--- src/rtl/dbg_txn_seq.sv ---
module dbg_txn_seq #(
  parameter int          TIMEOUT_CYCLES = 250000,
  parameter int          NAK_TRIES      = 3,
  parameter int          WRITE_TRIES    = 5,
  parameter int          RESYNC_TRIES   = 3,
  parameter logic [63:0] DUMMY_PATTERN  = 64'h3837_3635_3433_3231
) (
  input  logic        clk,
  input  logic        rst_n,
  input  logic        start,
  input  logic [1:0]  cmd_op,
  input  logic [3:0]  cmd_len,
  input  logic [6:0]  cmd_dev,
  input  logic [3:0]  cmd_ep,
  input  logic [63:0] cmd_wdata,
  output logic        busy,
  output logic        res_valid,
  output logic [7:0]  res_status,
  output logic [63:0] res_data,
  output logic        unsafe,
  output logic        bus_go,
  output logic        bus_out,
  output logic [6:0]  bus_dev,
  output logic [3:0]  bus_ep,
  output logic [3:0]  bus_len,
  output logic [23:0] bus_pid,
  output logic [63:0] bus_wdata,
  input  logic        bus_done,
  input  logic        bus_err,
  input  logic [2:0]  bus_err_code,
  input  logic [7:0]  bus_hs_pid,
  input  logic [3:0]  bus_rlen,
  input  logic [63:0] bus_rdata
);
  localparam int TW = $clog2(TIMEOUT_CYCLES + 1);
  localparam int NW = $clog2(NAK_TRIES + 1);
  localparam int WW = $clog2(WRITE_TRIES + 1);
  localparam int DW = $clog2(RESYNC_TRIES + 1);

  localparam logic [1:0] OP_WR = 2'd0, OP_RD = 2'd1, OP_SU = 2'd2;
  localparam logic [7:0] TOK_WR = 8'hE1, TOK_RD = 8'h69, TOK_SU = 8'h2D;
  localparam logic [7:0] DPID0 = 8'hC3, HS_NAK = 8'h5A, FLIP = 8'h88;
  localparam logic [7:0] ST_REJECT = 8'hFF, ST_UNSAFE = 8'hFE, ST_TMO = 8'hFD;
  localparam logic [7:0] ST_BAD = 8'hF7, ST_ERR0 = 8'hF8;

  typedef enum logic [1:0] {S_IDLE, S_GO, S_WAIT} state_t;
  typedef enum logic [2:0] {A_NONE, A_FIN, A_TMO, A_START, A_AGAIN, A_REAL, A_DUMMY} act_t;

  state_t      st;
  act_t        act;
  logic [1:0]  op_q;
  logic [3:0]  len_q;
  logic [6:0]  dev_q;
  logic [3:0]  ep_q;
  logic [63:0] wdata_q;
  logic [23:0] pid_q;
  logic        dummy_q, unsafe_q;
  logic [NW-1:0] nak_cnt;
  logic [WW-1:0] real_cnt;
  logic [DW-1:0] dum_cnt;
  logic [TW-1:0] tmo_cnt;
  logic [7:0]  fin_st;
  logic [63:0] fin_dat;
  logic [3:0]  nkeep;
  logic        is_nak;

  function automatic logic [63:0] keep_bytes(input logic [63:0] d, input logic [3:0] n);
    logic [63:0] r;
    for (int i = 0; i < 8; i++) r[8*i +: 8] = (4'(i) < n) ? d[8*i +: 8] : 8'h00;
    return r;
  endfunction

  assign is_nak = !bus_err && (bus_hs_pid == HS_NAK);
  assign nkeep  = (bus_rlen < len_q) ? bus_rlen : len_q;

  always_comb begin
    act     = A_NONE;
    fin_st  = 8'h00;
    fin_dat = 64'h0;
    case (st)
      S_IDLE: if (start) begin
        if (unsafe_q) begin
          act = A_FIN; fin_st = ST_UNSAFE;
        end else if (cmd_op == 2'd3 || (cmd_op != OP_SU && cmd_len > 4'd8)) begin
          act = A_FIN; fin_st = ST_REJECT;
        end else begin
          act = A_START;
        end
      end
      S_WAIT: if (bus_done) begin
        if (is_nak && nak_cnt < NW'(NAK_TRIES - 1)) begin
          act = A_AGAIN;
        end else if (dummy_q) begin
          if (!bus_err) act = A_REAL;
          else if (dum_cnt < DW'(RESYNC_TRIES - 1)) act = A_DUMMY;
          else begin act = A_FIN; fin_st = ST_BAD; end
        end else if (bus_err && op_q == OP_WR && bus_err_code == 3'd1 &&
                     real_cnt < WW'(WRITE_TRIES - 1)) begin
          act = A_DUMMY;
        end else if (bus_err) begin
          act = A_FIN; fin_st = ST_ERR0 - {5'b0, bus_err_code};
        end else begin
          act = A_FIN;
          if (op_q == OP_RD) begin
            fin_st  = {4'b0, bus_rlen};
            fin_dat = keep_bytes(bus_rdata, nkeep);
          end else begin
            fin_st = (op_q == OP_SU) ? 8'd8 : {4'b0, len_q};
          end
        end
      end else if (tmo_cnt == TW'(TIMEOUT_CYCLES - 1)) begin
        act = A_TMO;
      end
      default: act = A_NONE;
    endcase
  end

  always_ff @(posedge clk) begin
    if (!rst_n) begin
      st <= S_IDLE; op_q <= OP_WR; len_q <= '0; dev_q <= '0; ep_q <= '0;
      wdata_q <= '0; pid_q <= {8'h00, DPID0 ^ FLIP, 8'h00};
      dummy_q <= 1'b0; unsafe_q <= 1'b0;
      nak_cnt <= '0; real_cnt <= '0; dum_cnt <= '0; tmo_cnt <= '0;
      res_valid <= 1'b0; res_status <= '0; res_data <= '0;
    end else begin
      res_valid <= 1'b0;
      if (st == S_GO) begin
        st <= S_WAIT; tmo_cnt <= '0;
      end else if (st == S_WAIT) begin
        tmo_cnt <= tmo_cnt + 1'b1;
      end
      if (st == S_WAIT && bus_done) pid_q[23:16] <= bus_hs_pid;
      case (act)
        A_FIN: begin
          res_valid <= 1'b1; res_status <= fin_st; res_data <= fin_dat; st <= S_IDLE;
        end
        A_TMO: begin
          res_valid <= 1'b1; res_status <= ST_TMO; res_data <= '0;
          unsafe_q <= 1'b1; st <= S_IDLE;
        end
        A_START: begin
          op_q <= cmd_op; len_q <= cmd_len; dev_q <= cmd_dev; ep_q <= cmd_ep;
          wdata_q <= (cmd_op == OP_SU) ? cmd_wdata : keep_bytes(cmd_wdata, cmd_len);
          dummy_q <= 1'b0; nak_cnt <= '0; real_cnt <= '0; dum_cnt <= '0;
          if (cmd_op == OP_SU) pid_q <= {8'h00, DPID0, TOK_SU};
          else pid_q[15:0] <= {pid_q[15:8] ^ FLIP, (cmd_op == OP_RD) ? TOK_RD : TOK_WR};
          st <= S_GO;
        end
        A_AGAIN: begin
          nak_cnt <= nak_cnt + 1'b1; st <= S_GO;
        end
        A_REAL: begin
          dummy_q <= 1'b0; real_cnt <= real_cnt + 1'b1; nak_cnt <= '0;
          pid_q[15:0] <= {pid_q[15:8] ^ FLIP, TOK_WR}; st <= S_GO;
        end
        A_DUMMY: begin
          dum_cnt <= dummy_q ? dum_cnt + 1'b1 : '0;
          dummy_q <= 1'b1; nak_cnt <= '0;
          pid_q[15:0] <= {pid_q[15:8] ^ FLIP, TOK_WR}; st <= S_GO;
        end
        default: ;
      endcase
    end
  end

  assign busy      = (st != S_IDLE);
  assign unsafe    = unsafe_q;
  assign bus_go    = (st == S_GO);
  assign bus_out   = (op_q != OP_RD);
  assign bus_dev   = dev_q;
  assign bus_ep    = (op_q == OP_SU) ? 4'd0 : ep_q;
  assign bus_len   = (dummy_q || op_q == OP_SU) ? 4'd8 : len_q;
  assign bus_pid   = pid_q;
  assign bus_wdata = dummy_q ? DUMMY_PATTERN : wdata_q;
endmodule

--- config.mk ---
export PLATFORM = sky130hd
export DESIGN_NAME = dbg_txn_seq
export DESIGN_NICKNAME = d
export VERILOG_FILES = /design/src/rtl/dbg_txn_seq.sv
export SDC_FILE = /design/constraint.sdc
export NUM_CORES = 1
export LEC_CHECK = 0
export ABC_CLOCK_PERIOD_IN_PS = 6800
export BUFFER_PORTS_ARGS = -buffer_cell sky130_fd_sc_hd__clkbuf_2
export CORE_MARGIN = 5
export CORE_UTILIZATION = 25
export CTS_BUF_LIST = sky130_fd_sc_hd__clkbuf_16
export CTS_CLUSTER_SIZE = 16
export DETAILED_ROUTE_END_ITERATION = 6
export SYNTH_ARGS = -nofsm -noshare
export SYNTH_HDL_FRONTEND = slang
export SYNTH_SLANG_ARGS = --single-unit
--- constraint.sdc ---
create_clock -name clk -period 6.8 [get_ports clk]
set_clock_uncertainty 0.15 [all_clocks]
set_input_delay 0 -clock clk [delete_from_list [all_inputs] [get_ports clk]]
set_output_delay 0 -clock clk [all_outputs]
set_load 0.02 [all_outputs]
Word level (Yosys, flattened, before mapping) --
Cells that the tools add are included.
Storage, ports and cells: word-level logic and storage cells 160, output and inout port bits 180, flip-flop bits (word level) 207
Operators by class: reduce and logical (&&, ||, !) cells 27, multiplexer cells 68, $lt $le $gt $ge 21, bitwise gates (word level) 3, equality and inequality tests 18, $add $sub $neg 5
Operators with widths (number):
- $mux 64 | 9
- $mux 8 | 30
- $pmux 64 s2 | 1
- $lt 3x4->1 const A | 8
- $pmux 16 s2 | 1
- $pmux 8 s2 | 2
- $mux 4 | 5
- $add 18x1->18 const B | 1
- $eq 18x18->1 const B | 1
- $mux 3 | 6
- $lt 1x4->1 const A | 4
- $lt 2x4->1 const A | 4
- $mux 16 | 1
- $reduce_bool 2->1 | 7
- $mux 2 | 6
- $pmux 2 s2 | 3
- $pmux 3 s2 | 2
- $eq 3x3->1 const B | 3
- $eq 2x2->1 const B | 4
- $eq 8x7->1 const B | 1
- $reduce_or 2->1 | 4
- $logic_and 1x1->1 | 7
- $eq 2x1->1 const B | 3
- $eq 3x1->1 const B | 2
- 21 further kinds | 27

Logic depth before layout (Yosys ltp) --
Gate-level depths: netlist of run 1.
word-level depth 13, mapped depth 9

Worst setup path before layout of run 1 --
No wires, ideal clock.
kind reg2reg, from reg len_q[1], to reg res_data[37], path buffers 2, clock period less this slack 2.640 ns, data required time 6.533 ns, cell stages (with the launch flop) 10, arrival 2.373 ns, slack 4.160 ns, setup time 0.117 ns, path through dfxtp_1 clkbuf_1 inv_1 ha_1 o211ai_1 o21ai_1 o32ai_4 nor2_4 buf_4 a32o_1
Between the ends: longest elaborated chain between the ends 12
Ends and longest elaborated chain:
- from (decl) | line 52 | logic [3:0] len_q;
- from (signal assigned) | line 142 | op_q <= cmd_op; len_q <= cmd_len; dev_q <= cmd_dev; ep_q <= cmd_ep;
- $lt 4x4->1 | line 74 | assign nkeep = (bus_rlen < len_q) ? bus_rlen : len_q;
- $mux 4 * | line 74
- $lt 3x4->1 * | line 69 | for (int i = 0; i < 8; i++) r[8*i +: 8] = (4'(i) < n) ? d[8*i +: 8] : 8'h00;
- $mux 8 * | line 69
- $mux 64 * | line 104 | if (op_q == OP_RD) begin
- $mux 64 * | line 100 | end else if (bus_err) begin
- $mux 64 * | line 97 | end else if (bus_err && op_q == OP_WR && bus_err_code == 3'd1 &&
- $mux 64 * | line 93 | end else if (dummy_q) begin
- $mux 64 * | line 91 | if (is_nak && nak_cnt < NW'(NAK_TRIES - 1)) begin
- $mux 64 * | line 90 | S_WAIT: if (bus_done) begin
- $mux 64 * | line 80 | case (st)
- $pmux 64 s2 * | line 133 | case (act)
- to (signal assigned) | line 124 | res_valid <= 1'b0; res_status <= '0; res_data <= '0;
- to (signal assigned) | line 135 | res_valid <= 1'b1; res_status <= fin_st; res_data <= fin_dat; st <= S_IDLE;
- to (signal assigned) | line 138 | res_valid <= 1'b1; res_status <= ST_TMO; res_data <= '0;
- to (decl) | line 19 | output logic [63:0] res_data,
Every way passes the cells marked *; elsewhere a longest branch is shown, timed or not. A chain may end at the register's enable or synchronous reset.

Final worst setup path of run 1 --
from in cmd_len[0], to reg wdata_q[7]
Between the ends: longest elaborated chain between the ends 8, elaborated cells on any way between the ends 11
Ends and longest elaborated chain:
- from (decl) | line 12 | input logic [3:0] cmd_len,
- $gt 4x4->1 | line 84 | end else if (cmd_op == 2'd3 || (cmd_op != OP_SU && cmd_len > 4'd8)) begin
- $logic_and 1x1->1 | line 84
- $logic_or 1x1->1 | line 84
- $mux 2 | line 84
- $mux 2 | line 82 | if (unsafe_q) begin
- $mux 2 | line 81 | S_IDLE: if (start) begin
- $pmux 3 s2 | line 80
- $eq 3x2->1 | line 133
- to (signal assigned) | line 143 | wdata_q <= (cmd_op == OP_SU) ? cmd_wdata : keep_bytes(cmd_wdata, cmd_len);
- to (decl) | line 55 | logic [63:0] wdata_q;
Parallel ways exist; a longest one is shown, timed or not.

==> results.md, run 1 <==
- Crit Path Class: in2reg
- Die area: 36,900 µm²
- Pleak: approximately 0.0054 µW
- Ys flop type: dfxtp_1
- Number of fill cells: 3,236
- FFs w/ async S/R, synth: 0%
- Die Height: a little under 200 µm
- Row count: 66
- Hold endpoint: res_status[3]
- Initial drt markers: 385
- Synth-to-Final Area Change: 50.7%
- Clock period minus worst slack: 3160 ps
- Die X: about 190 µm
- Core area: between 30,000 and 40,000 µm²
- Initial antenna violation count: 1
- HP Class: in2reg
- Post-synthesis cell type count: 74
- Reg area: just under 4000 µm²
- WL/cell: 17.0 µm
- Post-Synth Simple-Gate Area: 22.7%
- Syn avg cell area: 8.88 µm²
- Fmax: about 320 MHz
- Post-Synth XOR/XNOR Area: under 10%
- Layout cells sized above 1: a little under a third
- ANT nets after route: 0
- Startpoint Class: primary input
- RSZ-0062 raised after global routing: false
- TritonCTS clock tree: yes
- Final Cell Area: about 12,000 µm²
- Worst endpoint data arrival time: between 3000 and 4000 ps
- Cell Area, Placed: slightly above 10,000 µm²
- Largest family of logic cells by synthesized area: simple AND/OR/NAND/NOR gates
- Reg clk slew, reported paths: around 70 ps
- End of the worst register-to-register path: res_data[54]
- M1 WL: roughly 13,000 µm
- Multi-input gate area: slightly below 4000 µm²
- Pwr Density: 217 nW/µm²
- Compound-Gate Fraction of Synth Area: between 20% and 30%
- Remaining Overflow, GRT: 0
- Max Root-Sink Buffers: 2
- Vias: about 8,600
- GP Congestion: 0.798
- I/O Pins: roughly 350
- Final Net Count: 1,566
- Mapped Area: between 8000 and 9000 µm²
- H-tree level count: 4
- Worst VDD drop: between 150 and 200 µV
- Synthesized netlist cell count: about 930
- Placed Cells: roughly 1,700
- DP HPWL: approximately 22,000 µm
- Worst R2R Setup Slack: roughly 3700 ps
- CTS root buf: clkbuf_16
- Finish-stage setup viols: 0
- Status: completed
- Tightest Pin Transition: 1090 ps
- Worst Path Required: ~7000 ps
- Pins over their slew limit: 0
- Final Non-Filler Cells: ~1,800
- Drt first pass iters: 5
- Post-synth EDFFs: 0
- Max cap viols: 0
- FF-to-FF Start: st[1]
- Most common cell after layout, fill and taps aside: clkbuf_2
- Routed met2 length: between 10,000 and 15,000 µm
- Vias in the first global route: roughly 8,600
- Count of port buffers added during placement: approximately 340
- Seq/Total Area, Yosys: approximately 47%
- Setup repair bufs after CTS: 0
- Crit. End Element: flip-flop
- Met3 wire len: 2850 µm
- Hold_sp: bus_err_code[1]
- Drt total wl: around 31,000 µm
- Critical path peak fanout: slightly below 60
- Clock Latency Late Sink: around 450 ps
- Most frequent cells in the layout: 339 x clkbuf_2, 195 x dfxtp_1, 164 x dlygate4sd3_1, 134 x nand2_1, 97 x a21oi_1
- CTS buffer count: 17
- DR DRC count: 0
- Period utilization: a little under half
- Max layer used: met4
- GRT Util Overall: ~16%
- Largest net degree at the start of global routing: between 70 and 80
- Final Hold Viols: 0
- Multiplexer share of the synthesized area: less than 1%
- Reg2reg path depth: 6
- Wire length of the first global-routing pass: approximately 47,000 µm
- Synth Area in Adders: 1.21%
- CTS sink cnt: about 200
- Ys Warns: 0
- Hold path depth: 5
- Flop and latch count out of synthesis: a little under 200
- Via/cell ratio: approximately 4.7
- Fin Setup TNS: 0 ps
- Max transition margin: a little over a quarter
- Initial core utilization: 25.4%
[area by class of cell]
cell class	count	share of cell area, %
multi-input combinational	653	31.6
sequential	196	31.4
timing repair buffer	509	27.1
tap	442	4.43
clock buffer	17	3.41
clock inverter	15	1.55
inverter	16	0.481
antenna	1	0.0200
[sequential cells by signal, summed over array words and instances (netlist names)]
| signal | cells |
|---|---|
| st | 2 |
| real_cnt | 3 |
| wdata_q | 64 |
| dum_cnt | 2 |
| dummy_q | 1 |
| unsafe | 1 |
| res_valid | 1 |
| bus_pid | 16 |
| res_status | 5 |
| tmo_cnt | 18 |
| nak_cnt | 2 |
| ep_q | 4 |
| res_data | 64 |
| bus_dev | 7 |
| op_q | 2 |
| len_q | 4 |
[metrics by stage]
stage | worst slack [ps] | hold WS (ps) | utilization, % | power [µW]
after floorplan | 4160 | -24.5 | - | 1450
final | 3640 | 22.7 | 38.3 | 2710
after detailed placement | 3730 | 63.9 | 31.4 | 1580
after global placement | 3700 | 60.6 | 31.4 | 1580
after CTS | 3650 | 0.408 | 38.3 | 2750
after global routing | 3330 | 34.1 | 38.3 | 2840
[worst max-delay path, cell delays in order]
cell	delay [ps]
dlygate4sd3_1	530
clkbuf_2	180
nor4_1	790
o211ai_1	320
buf_4	350
buf_4	370
nor2_1	540
a22oi_1	150
nor2_1	110
[synth_stat cells (9+ instances only)]
cell / count / area share (%)
nand3_1: 71 / 4.3
dfxtp_1: 196 / 47
inv_1: 15 / 0.68
a22o_1: 55 / 5.8
nor2_1: 40 / 1.8
clkbuf_1: 37 / 1.7
xnor2_1: 10 / 1.1
o21ai_0: 11 / 0.66
a22oi_1: 9 / 0.82
or2_2: 33 / 2.5
buf_4: 12 / 1.1
a21oi_1: 97 / 5.9
buf_1: 13 / 0.59
nor2b_1: 39 / 2.9
nand2_1: 134 / 6.1
a32o_1: 9 / 1.1
[timing repair]
item,4_1_cts,5_1_grt
hold endpoints to repair,168,0
hold buffers,164,0
resized for setup,0,0
[layer usage]
metal  global-route usage (%)  vias to the layer above
met2                     27.5                      362
met4                     4.55                        0
met3                     5.91                       25
li1                         -                     4215
met1                     19.5                     4028
met5                        0                        -
[report_power, final]
group	switching, µW	internal (µW)
Combinational	243	182
Sequential	25.3	1180
Clock	490	590
[cells by family (layout without fill, tap and decap cells)]
| kind of cell | count (synthesis) | after routing |
|---|---|---|
| and+or+nand+nor | 378 | 378 |
| AOI/OAI and AO/OA | 240 | 240 |
| DFF | 196 | 196 |
| buffers and inverters | 88 | 557 |
| xor gates and xnor gates | 16 | 16 |
| adders and majority gates | 8 | 8 |
| muxes | 6 | 6 |
| other | 1 | 6 |
[worst max path at each step]
stage,endpoint,cells after the start,from
final,wdata_q[7],9,cmd_len[0]
after global routing,wdata_q[4],9,cmd_len[0]
after CTS,wdata_q[7],9,cmd_len[0]
after detailed placement,wdata_q[7],8,cmd_len[0]
after global placement,wdata_q[3],8,cmd_len[0]
after floorplan,res_data[37],9,len_q[1]
No activity file was read; power rests on OpenSTA's default activity.
==> run 2: changes to the inputs <==
--- a/config.mk
+++ b/config.mk
@@ -5,7 +5,7 @@
 export SDC_FILE = /design/constraint.sdc
 export NUM_CORES = 1
 export LEC_CHECK = 0
-export ABC_CLOCK_PERIOD_IN_PS = 6800
+export ABC_CLOCK_PERIOD_IN_PS = 3200
 export BUFFER_PORTS_ARGS = -buffer_cell sky130_fd_sc_hd__clkbuf_2
 export CORE_MARGIN = 5
 export CORE_UTILIZATION = 25
==> constraint.sdc (replaced) <==
create_clock -name clk -period 3.2 [get_ports clk]
set_clock_uncertainty 0.15 [all_clocks]
set_input_delay 0 -clock clk [delete_from_list [all_inputs] [get_ports clk]]
set_output_delay 0 -clock clk [all_outputs]
set_load 0.02 [all_outputs]
==> run 2 against run 1 <==
  * Total power is 110% higher
  * Clock power is 110% higher
  * Sequential power is 110% higher
  * First-iteration DRC count is 6.0% lower
  * Wire length is 2.0% higher
  * Utilization is 0.71 points higher
  * Die area stayed put
  * Critical endpoint is now res_data[4]
  * Largest power group unchanged
==> results.md, run 2 (synthesis results as in run 1) <==
- Hold endpoint: res_status[3]
- Final worst slack: between 200 and 300 ps
- DP HPWL: roughly 22,000 µm
- Via/cell ratio: ~4.7
- RSZ-0062 raised after global routing: false
- Period utilization: around nine tenths
- Layout cells sized above 1: a little under a third
- Wire length of the first global-routing pass: just under 50,000 µm
- Multi-input gate area: 3950 µm²
- Fin Setup TNS: 0 ps
- Clock period minus worst slack: roughly 3000 ps
- CTS buffer count: 17
- Tightest Pin Transition: 970 ps
- Clock Latency Late Sink: around 450 ps
- Pins over their slew limit: 0
- Final Hold Viols: 0
- Max Root-Sink Buffers: 2
- Status: completed
- Finish-stage setup viols: 0
- Initial core utilization: roughly a quarter
- CTS root buf: clkbuf_16
- DR DRC count: 0
- Initial drt markers: 362
- Reg2reg path depth: 7
- Worst Path Required: approximately 3400 ps
- Startpoint Class: flip-flop
- Setup repair bufs after CTS: 0
- Most frequent cells in the layout: 339 x clkbuf_2, 195 x dfxtp_1, 173 x dlygate4sd3_1, 134 x nand2_1, 97 x a21oi_1
- Count of port buffers added during placement: between 300 and 400
- Drt first pass iters: 5
- Worst VDD drop: ~370 µV
- End of the worst register-to-register path: res_data[4]
- Fmax: between 300 and 400 MHz
- WL/cell: between 15 and 20 µm
- I/O Pins: around 350
- Crit. End Element: flip-flop
- Pleak: between 0.005 and 0.006 µW
- Vias in the first global route: between 8,000 and 9,000
- Die Height: a little under 200 µm
- GP Congestion: approximately 0.8
- Die X: approximately 190 µm
- FF-to-FF Start: len_q[3]
- Vias: between 8,000 and 9,000
- Core area: ~33,000 µm²
- Biggest regs: res_data: 64 flops, wdata_q: 64 flops, tmo_cnt: 18 flops
- Initial antenna violation count: 0
- Row count: 66
- # hold bufs at CTS: about 170
- ANT nets after route: 0
- CTS sink cnt: a little under 200
- Hold_sp: bus_err_code[1]
- Critical path peak fanout: 8
- Worst R2R Setup Slack: roughly 280 ps
- Number of fill cells: ~3,200
- Pwr Density: around 460 nW/µm²
- Setup WS pre-CTS: roughly 320 ps
- TritonCTS clock tree: yes
- Max cap viols: 0
- HP Class: in2reg
- GRT Util Overall: 16.6%
- N_diodes: 0
- Max transition margin: 35.0%
- Pwr Total: between 5000 and 6000 µW
- Remaining Overflow, GRT: 0
- Final Net Count: 1,590
- Crit Path Class: reg2reg
- Post_cts resized: 0
- Synth-to-Final Area Change: 53.5%
- Largest net degree at the start of global routing: 67
- Drt total wl: ~32,000 µm
- Reg clk slew, reported paths: approximately 80 ps
- Hold path depth: 5
- Die area: 36,900 µm²
- H-tree level count: 4
- Worst endpoint data arrival time: approximately 3100 ps
- Most common cell after layout, fill and taps aside: clkbuf_2
- Reg area: ~4000 µm²
run 2: cell types whose count changed in the layout (fill, tap and decap cells not counted), moves of 2 or more:
cell | previous run | this run
buf_4 | 6 | 19
dlygate4sd3_1 | 164 | 173
buf_12 | 0 | 2
clkinvlp_4 | 3 | 1
run 2: worst max-delay path: stages (launching register included):
cell and delay, ps:
dfxtp_1 440, inv_1 110, ha_1 330, o211ai_1 200, o21ai_1 500, mux2i_1 590, a31oi_4 240, a22o_1 250
run 2: how the worst max path moves through the flow:
stage	from	endpoint	slack [ps]	depth (start not counted)
3_5_place_dp	len_q[3]	res_data[1]	320	7
3_3_place_gp	len_q[3]	res_data[3]	410	7
5_1_grt	len_q[3]	res_data[4]	60	7
4_1_cts	len_q[3]	res_data[1]	300	7
6_report	len_q[3]	res_data[4]	280	7
2_1_floorplan	len_q[1]	res_data[37]	560	9
run 2: power breakdown:
part	internal [µW]	switching (µW)	leakage, µW	total [µW]
clock network	1260	1050	0.000305	2310
logic	408	531	0.00366	939
registers	2510	48.6	0.00159	2560
total	4180	1630	0.00556	5810
run 2: per-layer routing:
metal  share of wire (%)  track usage [%]  up-vias
met5                   0                0        -
met4                 1.9             5.18        0
met3                 8.8             5.22       30
met2                  47             27.6      369
met1                  43             20.7     4099
li1                    -                -     4250
run 2: per-stage QoR:
stage | util [%] | instances | cell area, µm² | hold WS [ps]
2_1_floorplan | - | 937 | 8300 | -24.5
3_3_place_gp | 31.8 | 1667 | 10400 | 60.2
3_5_place_dp | 31.8 | 1667 | 10400 | 64.4
4_1_cts | 39.0 | 1872 | 12700 | 2.23
5_1_grt | 39.0 | 1872 | 12700 | 67.1
6_report | 39.0 | 1872 | 12700 | 27.0
run 2: cell type report:
class                      instances  area share, %
multi-input combinational        653           31.0
sequential                       196           30.9
timing repair buffer             533           28.4
tap                              442           4.35
clock buffer                      17           3.34
clock inverter                    15           1.56
inverter                          16          0.472
==> run 3: changes to the inputs <==
==> constraint.sdc (replaced) <==
create_clock -name clk -period 3.2 [get_ports clk]
set_clock_uncertainty 0.15 [all_clocks]
set_input_delay 0.32 -clock clk [delete_from_list [all_inputs] [get_ports clk]]
set_output_delay 0.32 -clock clk [all_outputs]
set_load 0.02 [all_outputs]
==> run 3 against run 2 <==
  * Non-clock buffer count down 24
  * Largest power group unchanged
  * First-iteration DRC count up 19%
  * Critical path type unchanged
  * Global-route usage down 0.35 points
  * Utilization down 0.73 points
  * Register-to-register slack better by 140 ps
  * Total power down 2.5%
  * Combinational power down 0.4%
  * Largest cell class unchanged
  * Critical path depth down 2
  * Maximum frequency up 4.9%
  * Sequential share of layout area up 0.59 points
==> results.md, run 3 (synthesis results as in run 1) <==
- TritonCTS clock tree: yes
- Final Hold Viols: 0
- Period utilization: 87.0%
- Max Root-Sink Buffers: 2
- Fmax: around 360 MHz
- Via/cell ratio: 4.68
- Worst VDD drop: between 300 and 400 µV
- Final Net Count: 1,566
- GP Congestion: ~0.86
- Drt total wl: about 31,000 µm
- Status: completed
- CTS root buf: clkbuf_16
- Synth-to-Final Area Change: 50.6%
- Pleak: about 0.0054 µW
- Vias in the first global route: 8,541
- Clock Latency Late Sink: ~460 ps
- Largest net degree at the start of global routing: slightly below 80
- Die area: between 30,000 and 40,000 µm²
- Worst Path Required: ~3400 ps
- Vias: slightly below 9,000
- CTS sink cnt: ~200
- I/O Pins: approximately 350
- DP HPWL: around 22,000 µm
- WL/cell: between 15 and 20 µm
- Final Non-Filler Cells: approximately 1,800
- Crit Path Class: reg2reg
- Finish-stage setup viols: 0
- Most frequent cells in the layout: 339 x clkbuf_2, 195 x dfxtp_1, 146 x dlygate4sd3_1, 134 x nand2_1, 97 x a21oi_1
- Worst endpoint data arrival time: 3030 ps
- Most common cell after layout, fill and taps aside: clkbuf_2
- Reg clk slew, reported paths: approximately 80 ps
- Die Height: a little under 200 µm
- GRT Util Overall: ~16%
- Remaining Overflow, GRT: 0
- Row count: 66
- Die X: just under 200 µm
- Fin Setup TNS: 0 ps
- Tightest Pin Transition: around 840 ps
- CTS buffer count: 17
- Critical path peak fanout: 14
- Worst R2R Setup Slack: 420 ps
- Pins over their slew limit: 0
- Layout cells sized above 1: 31.9%
- RSZ-0062 raised after global routing: false
- Biggest regs: res_data: 64 flops, wdata_q: 64 flops, tmo_cnt: 18 flops
- Max transition margin: 43.9%
- Crit. End Element: flip-flop
- DR DRC count: 0
- Pwr Density: around 450 nW/µm²
- Initial drt markers: between 400 and 500
- Placed Cells: approximately 1,700
- Clock period minus worst slack: ~2800 ps
- Initial antenna violation count: 1
- Initial core utilization: roughly a quarter
- Wire length of the first global-routing pass: roughly 47,000 µm
- HP Class: in2reg
- N_diodes: 0
- Util after Layout: between 30% and 40%
- Max cap viols: 0
- Drt first pass iters: 5
- Core area: between 30,000 and 40,000 µm²
- Setup repair bufs after CTS: 0
- Startpoint Class: flip-flop
- H-tree level count: 4
- ANT nets after route: 0
- Count of port buffers added during placement: roughly 340
## run 3: cell types whose count changed in the layout (fill, tap and decap cells not counted), moves of 2 or more
cell	delta
dlygate4sd3_1	-27
buf_12	+4
bufinv_16	-3
clkinv_4	-2
clkinv_8	+2
inv_8	+2
## run 3: per-stage QoR
stage / setup WS [ps] / hold slack (ps) / instance area (µm²) / total power [µW]
6_report: 417 / 32.5 / 12500 / 5660
5_1_grt: 237 / 16.5 / 12500 / 5950
4_1_cts: 431 / 1.74 / 12500 / 5760
3_5_place_dp: 447 / 289 / 10400 / 3410
3_3_place_gp: 512 / 283 / 10400 / 3410
2_1_floorplan: 560 / 277 / 8300 / 3080
## run 3: layout make-up
| class | instances | area [µm²] |
|---|---|---|
| clock inverter | 15 | 159 |
| timing repair buffer | 509 | 3410 |
| fill | 3240 | 20100 |
| sequential | 196 | 3930 |
| tap | 442 | 553 |
| inverter | 16 | 60.1 |
| clock buffer | 17 | 425 |
| multi-input combinational | 653 | 3950 |
## run 3: final timing paths
kind	from	end	cells past startpoint
max	st[1]	res_data[20]	5
min	cmd_wdata[44]	wdata_q[44]	3
min reg2reg	wdata_q[17]	wdata_q[17]	2
max reg2reg	st[1]	res_data[20]	5
## run 3: where the power goes
part           switching [µW]  total (µW)  internal (µW)  leakage (µW)
Sequential               53.9        2560           2510       0.00159
Combinational             525         935            410       0.00357
Clock                    1120        2170           1050      0.000280
Total                    1700        5660           3970       0.00544
## run 3: what timing repair did
| action | CTS | global route |
|---|---|---|
| gates resized for setup | 0 | 0 |
| hold buffers | 146 | 0 |
| hold endpoints to repair | 146 | 0 |
## run 3: critical path: stages, from the launching register on
cell	delay, ps
dfxtp_1	650
nand3b_1	370
a311oi_1	560
nand2_2	330
a21oi_2	460
a22o_1	200
## run 3: per-layer routing
layer / share of wire (%) / GRT usage [%] / up-vias
li1: - / - / 4221
met1: 43 / 20.0 / 4035
met2: 47 / 27.5 / 364
met3: 8.3 / 4.85 / 34
met4: 1.7 / 4.91 / 2
met5: 0.035 / 0 / -
